<file path="src/rtl/hostfifo_pkg.sv">
package hostfifo_pkg;
    typedef enum logic [0:0] {
        ST_DATA = 1'b0,
        ST_CMD  = 1'b1
    } hf_state_t;

    localparam logic [1:0] PHASE_DATA_OUT = 2'b00;
endpackage

</file>
<file path="src/rtl/hfifo_data_store.sv">
module hfifo_data_store #(
    parameter int DEPTH = 16,
    parameter int DW    = 8,
    localparam int PW   = $clog2(DEPTH),
    localparam int CW   = PW + 2
) (
    input  logic                 clk,
    input  logic                 rst_n,
    input  logic                 flush_i,
    input  logic                 wr_i,
    input  logic [DW-1:0]        wr_data_i,
    input  logic                 rd_i,
    input  logic                 phase_zero_i,
    output logic [DW-1:0]        rd_data_o,
    output logic                 ovr_o,
    output logic [PW:0]          flags_o,
    output logic signed [CW-1:0] count_o
);
    logic [DW-1:0]        mem [DEPTH];
    logic [PW-1:0]        wptr_q, rptr_q, rptr_inc;
    logic signed [CW-1:0] cnt_q;
    logic [DW-1:0]        rd_q;
    logic                 ovr_q;
    logic                 stop_wr, can_rd, do_store;

    assign stop_wr  = (wptr_q == PW'(DEPTH - 1));
    assign can_rd   = (rptr_q < wptr_q);
    assign rptr_inc = rptr_q + 1'b1;
    assign do_store = !flush_i && wr_i && !stop_wr;

    always_ff @(posedge clk) begin
        if (do_store) mem[wptr_q] <= wr_data_i;
    end

    always_ff @(posedge clk or negedge rst_n) begin
        if (!rst_n) begin
            wptr_q <= '0;
            rptr_q <= '0;
            cnt_q  <= '0;
            rd_q   <= '0;
            ovr_q  <= 1'b0;
        end else begin
            ovr_q <= 1'b0;
            if (flush_i) begin
                wptr_q <= '0;
                rptr_q <= '0;
                cnt_q  <= '0;
            end else if (wr_i) begin
                if (stop_wr) begin
                    ovr_q <= 1'b1;
                end else begin
                    wptr_q <= wptr_q + 1'b1;
                    cnt_q  <= cnt_q + CW'(1);
                end
            end else if (rd_i) begin
                if (phase_zero_i) begin
                    rd_q <= '0;
                    if (rptr_q == wptr_q) begin
                        rptr_q <= '0;
                        wptr_q <= '0;
                    end
                end else if (can_rd) begin
                    rd_q  <= mem[rptr_q];
                    cnt_q <= cnt_q - CW'(1);
                    if (rptr_inc == wptr_q) begin
                        rptr_q <= '0;
                        wptr_q <= '0;
                    end else begin
                        rptr_q <= rptr_inc;
                    end
                end else begin
                    rptr_q <= '0;
                    wptr_q <= '0;
                end
            end
        end
    end

    assign rd_data_o = rd_q;
    assign ovr_o     = ovr_q;
    assign flags_o   = {1'b0, wptr_q - rptr_q};
    assign count_o   = cnt_q;
endmodule

</file>
<file path="src/rtl/hfifo_cmd_store.sv">
module hfifo_cmd_store #(
    parameter int DEPTH = 32,
    parameter int DW    = 8,
    localparam int IW   = $clog2(DEPTH),
    localparam int LW   = $clog2(DEPTH + 1)
) (
    input  logic          clk,
    input  logic          rst_n,
    input  logic          clr_i,
    input  logic          wr_i,
    input  logic [DW-1:0] wr_data_i,
    input  logic [IW-1:0] rd_idx_i,
    output logic [DW-1:0] rd_data_o,
    output logic [LW-1:0] len_o,
    output logic          ovr_o
);
    logic [DW-1:0] mem [DEPTH];
    logic [LW-1:0] len_q;
    logic          ovr_q;
    logic          has_room;

    assign has_room = (len_q < LW'(DEPTH));

    always_ff @(posedge clk) begin
        if (wr_i && has_room) mem[len_q[IW-1:0]] <= wr_data_i;
    end

    always_ff @(posedge clk or negedge rst_n) begin
        if (!rst_n) begin
            len_q <= '0;
            ovr_q <= 1'b0;
        end else begin
            ovr_q <= 1'b0;
            if (clr_i) begin
                len_q <= '0;
            end else if (wr_i) begin
                if (has_room) len_q <= len_q + 1'b1;
                else          ovr_q <= 1'b1;
            end
        end
    end

    assign rd_data_o = mem[rd_idx_i];
    assign len_o     = len_q;
    assign ovr_o     = ovr_q;
endmodule

</file>
<file path="src/rtl/hostfifo_redirect.sv">
module hostfifo_redirect
    import hostfifo_pkg::*;
#(
    parameter int DATA_DEPTH = 16,
    parameter int CMD_DEPTH  = 32,
    parameter int DW         = 8,
    localparam int PW        = $clog2(DATA_DEPTH),
    localparam int CW        = PW + 2,
    localparam int IW        = $clog2(CMD_DEPTH),
    localparam int LW        = $clog2(CMD_DEPTH + 1)
) (
    input  logic                 clk,
    input  logic                 rst_n,
    input  logic                 host_wr,
    input  logic [DW-1:0]        host_wdata,
    input  logic                 host_rd,
    output logic [DW-1:0]        host_rdata,
    input  logic [1:0]           phase_bits,
    input  logic                 flush,
    input  logic                 sel_stop,
    input  logic                 cmd_done,
    output logic                 cmd_mode,
    output logic [LW-1:0]        cmd_len,
    input  logic [IW-1:0]        cmd_idx,
    output logic [DW-1:0]        cmd_byte,
    output logic [PW:0]          fifo_flags,
    output logic signed [CW-1:0] byte_count,
    output logic                 overrun
);
    hf_state_t st_q, st_d;
    logic      data_wr, data_rd, cmd_wr, cmd_clr;
    logic      data_ovr, cmd_ovr;

    // state register
    always_ff @(posedge clk or negedge rst_n) begin
        if (!rst_n) st_q <= ST_DATA;
        else        st_q <= st_d;
    end

    // next state: T_ENTER_CMD and T_DISPATCH, dispatch has priority
    always_comb begin
        st_d = st_q;
        unique case (st_q)
            ST_DATA: if (sel_stop && !cmd_done) st_d = ST_CMD;
            ST_CMD:  if (cmd_done)              st_d = ST_DATA;
            default: st_d = ST_DATA;
        endcase
    end

    // outputs: steering of host accesses
    always_comb begin
        data_wr = 1'b0;
        cmd_wr  = 1'b0;
        unique case (st_q)
            ST_DATA: data_wr = host_wr && !flush;
            ST_CMD:  cmd_wr  = host_wr && !flush && !sel_stop && !cmd_done;
            default: ;
        endcase
        data_rd = host_rd && !host_wr && !flush;
        cmd_clr = sel_stop || cmd_done;
    end

    hfifo_data_store #(.DEPTH(DATA_DEPTH), .DW(DW)) u_data (
        .clk          (clk),
        .rst_n        (rst_n),
        .flush_i      (flush),
        .wr_i         (data_wr),
        .wr_data_i    (host_wdata),
        .rd_i         (data_rd),
        .phase_zero_i (phase_bits == PHASE_DATA_OUT),
        .rd_data_o    (host_rdata),
        .ovr_o        (data_ovr),
        .flags_o      (fifo_flags),
        .count_o      (byte_count)
    );

    hfifo_cmd_store #(.DEPTH(CMD_DEPTH), .DW(DW)) u_cmd (
        .clk       (clk),
        .rst_n     (rst_n),
        .clr_i     (cmd_clr),
        .wr_i      (cmd_wr),
        .wr_data_i (host_wdata),
        .rd_idx_i  (cmd_idx),
        .rd_data_o (cmd_byte),
        .len_o     (cmd_len),
        .ovr_o     (cmd_ovr)
    );

    assign cmd_mode = (st_q == ST_CMD);
    assign overrun  = data_ovr || cmd_ovr;
endmodule

</file>
<file path="config.mk">
export PLATFORM = sky130hd
export DESIGN_NAME = hostfifo_redirect
export DESIGN_NICKNAME = d
export VERILOG_FILES = /design/src/rtl/hostfifo_pkg.sv /design/src/rtl/hfifo_data_store.sv /design/src/rtl/hfifo_cmd_store.sv /design/src/rtl/hostfifo_redirect.sv
export SDC_FILE = /design/constraint.sdc
export NUM_CORES = 1
export LEC_CHECK = 0
export ABC_CLOCK_PERIOD_IN_PS = 2800
export CORE_ASPECT_RATIO = 0.6
export CORE_MARGIN = 3
export CORE_UTILIZATION = 60
export CTS_BUF_LIST = sky130_fd_sc_hd__clkbuf_2 sky130_fd_sc_hd__clkbuf_4 sky130_fd_sc_hd__clkbuf_8
export CTS_CLUSTER_SIZE = 10
export DETAILED_ROUTE_END_ITERATION = 6
export DONT_BUFFER_PORTS = 1
export GPL_TIMING_DRIVEN = 0
export PLACE_DENSITY_LB_ADDON = 0.12
export SYNTH_ARGS = -nofsm -noshare
export SYNTH_HDL_FRONTEND = slang
export SYNTH_HIERARCHICAL = 1
export SYNTH_SLANG_ARGS = --single-unit
</file>
<file path="constraint.sdc">
create_clock -name clk -period 2.8 [get_ports clk]
set_input_delay 0.42 -clock clk [delete_from_list [all_inputs] [get_ports clk]]
set_output_delay 0.42 -clock clk [all_outputs]
set_load 0.02 [all_outputs]
</file>
==> impl_metrics.ini <==
[sta]
period_needed_ns = 2.82
drv_slew = 0
maxSlewHeadroom_pct = 37.6
fmax_ghz = 0.355
setup-violations-final = 2
tightestPinTransition_ns = 0.932
fin_crit_sh_pct = 101
rsz0062_at_grt = yes
finalHoldViolCount = 0
tns_ns = -0.0243
setup_ws_ns = -0.0155
hold_slack_ns = 0.0673
fin_skew_ns = 0.0170

[cells_and_area]
multi_input_area_mm2 = 0.00455
n_antenna_cell = 0
drive_above_1_share_pct = 30.6
post-route-util_pct = 70.6
final_area_mm2 = 0.0191
final_cell_count_no_fill = 1340
fillers = 1635
regArea_mm2 = 0.0123
area_growth_pct = 13.3
final_nets = 977

[setup_path]
worstSetupPathType = flop to primary output
setup.worst_path.start_class = flop
slowest_delay_ns = 0.54
critPathSlowestCell = mux4_2
worstRegToRegCells = 9
end_kind = primary output
crit_top_cell = mux4_2
r2r_end = u_data/count_o[5]
path_max_fanout = 1
crit_chain = mux4_2, mux4_2, mux2_4
worstReg2RegStart = cmd_mode
cp_data_required_time_ns = 2.38
crit_arrival_ns = 2.40
r2r_setup_slack_ns = 0.08

[yosys]
synth.top_cells.by_count = edfxtp_1 (384), mux4_2 (102), nand2_1 (49), nor2_1 (43), dfrtp_1 (31)
synth_area_leaders = edfxtp_1 (68%), mux4_2 (14%), dfrtp_1 (4.6%), mux4_1 (1.6%), ha_1 (1.3%)
syn_avg_cell_area_um2 = 19.8
yosys.area.top_type_share_pct = 68.4
yosysTopAreaCell = edfxtp_1
synth-seq-cells = 415
seq_area_frac_synth_pct = 73.0
synthArstFlopShare_pct = 7.47
yosys_warnings = 6
ys_types = 59
synthCells = 852
synth_top_flop_cell = edfxtp_1
syn_area_mm2 = 0.0169
synth.most_common_cell = edfxtp_1
synth_edf_count = 384

[route]
dr.pass1.iters = 5
avgViaCountPerCell = 6.41
wl_um = 36700
drtAntennaViolNets = 0
dr.first_iter.drc_count = 954
drc = 0
drt-wirelength-per-cell_um = 27.4
num_vias = 8586

[global_route]
grt_max_degree = 49
gr-total-overflow = 0
grt_pass1_wl_um = 54300
grt.total_usage_pct = 24.7
grt_pass1_vias = 8578
antenna_found_initial = 0

[job]
drv_cap = 0

[power]
p_leak_nw = 6.23
peakVddDrop_mv = 0.470
p_per_area_mw_per_mm2 = 670

[placed_design]
place.gp.congestion = 0.875
io_buffers = 0
placed_cell_area_mm2 = 0.0173
dp_cells = 1220
place_hpwl_um = 24300

[die]
dieArea_mm2 = 0.0302
start_util_pct = 62.3
die_h_um = 136
ios = 57
core_area_mm2 = 0.0271
die_w_um = 222
num_rows = 46

[clocking]
numCtsBuffers = 57
clk_pin_slew_ns = 0.07
root_buffer = clkbuf_8
cts_buffer_depth = 3
cts_tree = done
clk_latency_ns = 0.60
cts_max_level = 2
cts.sinks = 415

[run_status]
violations = negative setup slack
outcome = complete, but fails checks

[hold_path]
min_path_type = input pin to flop
hold_path_end = u_cmd/ovr_o
hp-start = cmd_done
whs_path_depth = 2
==> sequential cells by signal, summed over array words and instances (netlist names) <==
register	cells
u_cmd/mem	256
u_data/mem	128
u_data/rd_data_o	8
u_cmd/len_o	6
u_data/count_o	6
u_data/rptr_q	4
u_data/wptr_q	4
cmd_mode	1
u_cmd/ovr_o	1
u_data/ovr_o	1
==> kinds of logic after synthesis <==
kind of cell	Yosys count	synth area share (%)
AOI/OAI and AO/OA	53	2.34
xor gates and xnor gates	10	0.519
adders and majority gates	19	1.50
buffers and inverters	66	2.04
DFF	415	73.0
muxes	121	15.8
other	1	0.0222
and+or+nand+nor	167	4.82
==> through the flow <==
step | setup slack [ns] | total power [mW]
floorplan | 0.155 | 7.80
global placement | -0.607 | 7.99
detailed placement | -0.658 | 8.03
CTS | -0.166 | 12.8
global route | -0.0841 | 13.2
finish | -0.0155 | 12.8
==> power breakdown <==
part           internal [mW]  leakage, nW  total (mW)  switching [mW]
Sequential              6.88         3.87        7.08           0.205
Combinational          0.446         1.74        1.02           0.577
Clock                   2.52        0.614        4.69            2.17
Total                   9.84         6.23        12.8            2.95
==> worst max-delay path, delay by kind of cell (launching register included) <==
family | cells | cell delay, ns
DFF | 1 | 0.37
muxes | 3 | 1.41
==> final cells by class <==
cell class / count / share of cell area (%)
buffer: 43 / 1.55
clock buffer: 79 / 5.10
clock inverter: 24 / 0.956
inverter: 23 / 0.485
multi-input combinational: 379 / 23.8
sequential: 415 / 64.4
tap: 360 / 2.36
timing repair buffer: 17 / 1.31
==> how the worst max path moves through the flow <==
stage                              to  cells past startpoint       startpoint
floorplan           u_data/count_o[5]                      9         cmd_mode
global placement          cmd_byte[1]                      5       cmd_idx[2]
detailed placement        cmd_byte[1]                      5       cmd_idx[2]
CTS                  u_cmd/mem[14][3]                      4         cmd_mode
global route              cmd_byte[7]                      3  u_cmd/mem[6][7]
finish                    cmd_byte[7]                      3  u_cmd/mem[6][7]
==> routing by layer <==
layer  part of all wire, %  vias to the layer above  GRT usage (%)
li1                      -                     3619              -
met4                   1.2                        0           4.87
met1                    46                     4548           39.3
met5                     0                        -              0
met2                    43                      377           34.7
met3                   9.9                       42           7.49
==> timing repair <==
action,4_1_cts,5_1_grt
endpoints found under the setup margin,280,226
buffers inserted,0,4
gates resized for setup,39,61
pin swaps,2,3
endpoints found under the hold margin,417,0
hold buffers,13,0
==> cell usage in the layout (no fill, tap or decap), types with 3 or more instances in the layout <==
cell	count
clkinv_1	12
dlygate4sd3_1	4
clkbuf_4	19
ha_1	13
a211oi_1	3
clkinv_2	8
nand3_1	23
nor3b_1	3
a32o_1	9
nor2_4	24
buf_12	10
nand2_1	46
o21ai_0	7
nor2b_1	5
bufinv_16	3
buf_6	7
xnor2_1	6
mux4_2	102
a21o_1	3
mux2_4	8
conb_1	9
inv_1	21
clkbuf_2	8
edfxtp_1	384
clkbuf_1	7
buf_2	3
a21oi_1	11
buf_4	17
dfrtp_1	30
nor3_1	3
nand2_2	3
nor2_1	19
clkbuf_8	61
nand2b_1	4
and2_1	16
mux4_1	10
buf_1	3
Note: power is estimated with default switching activity, not from simulation.
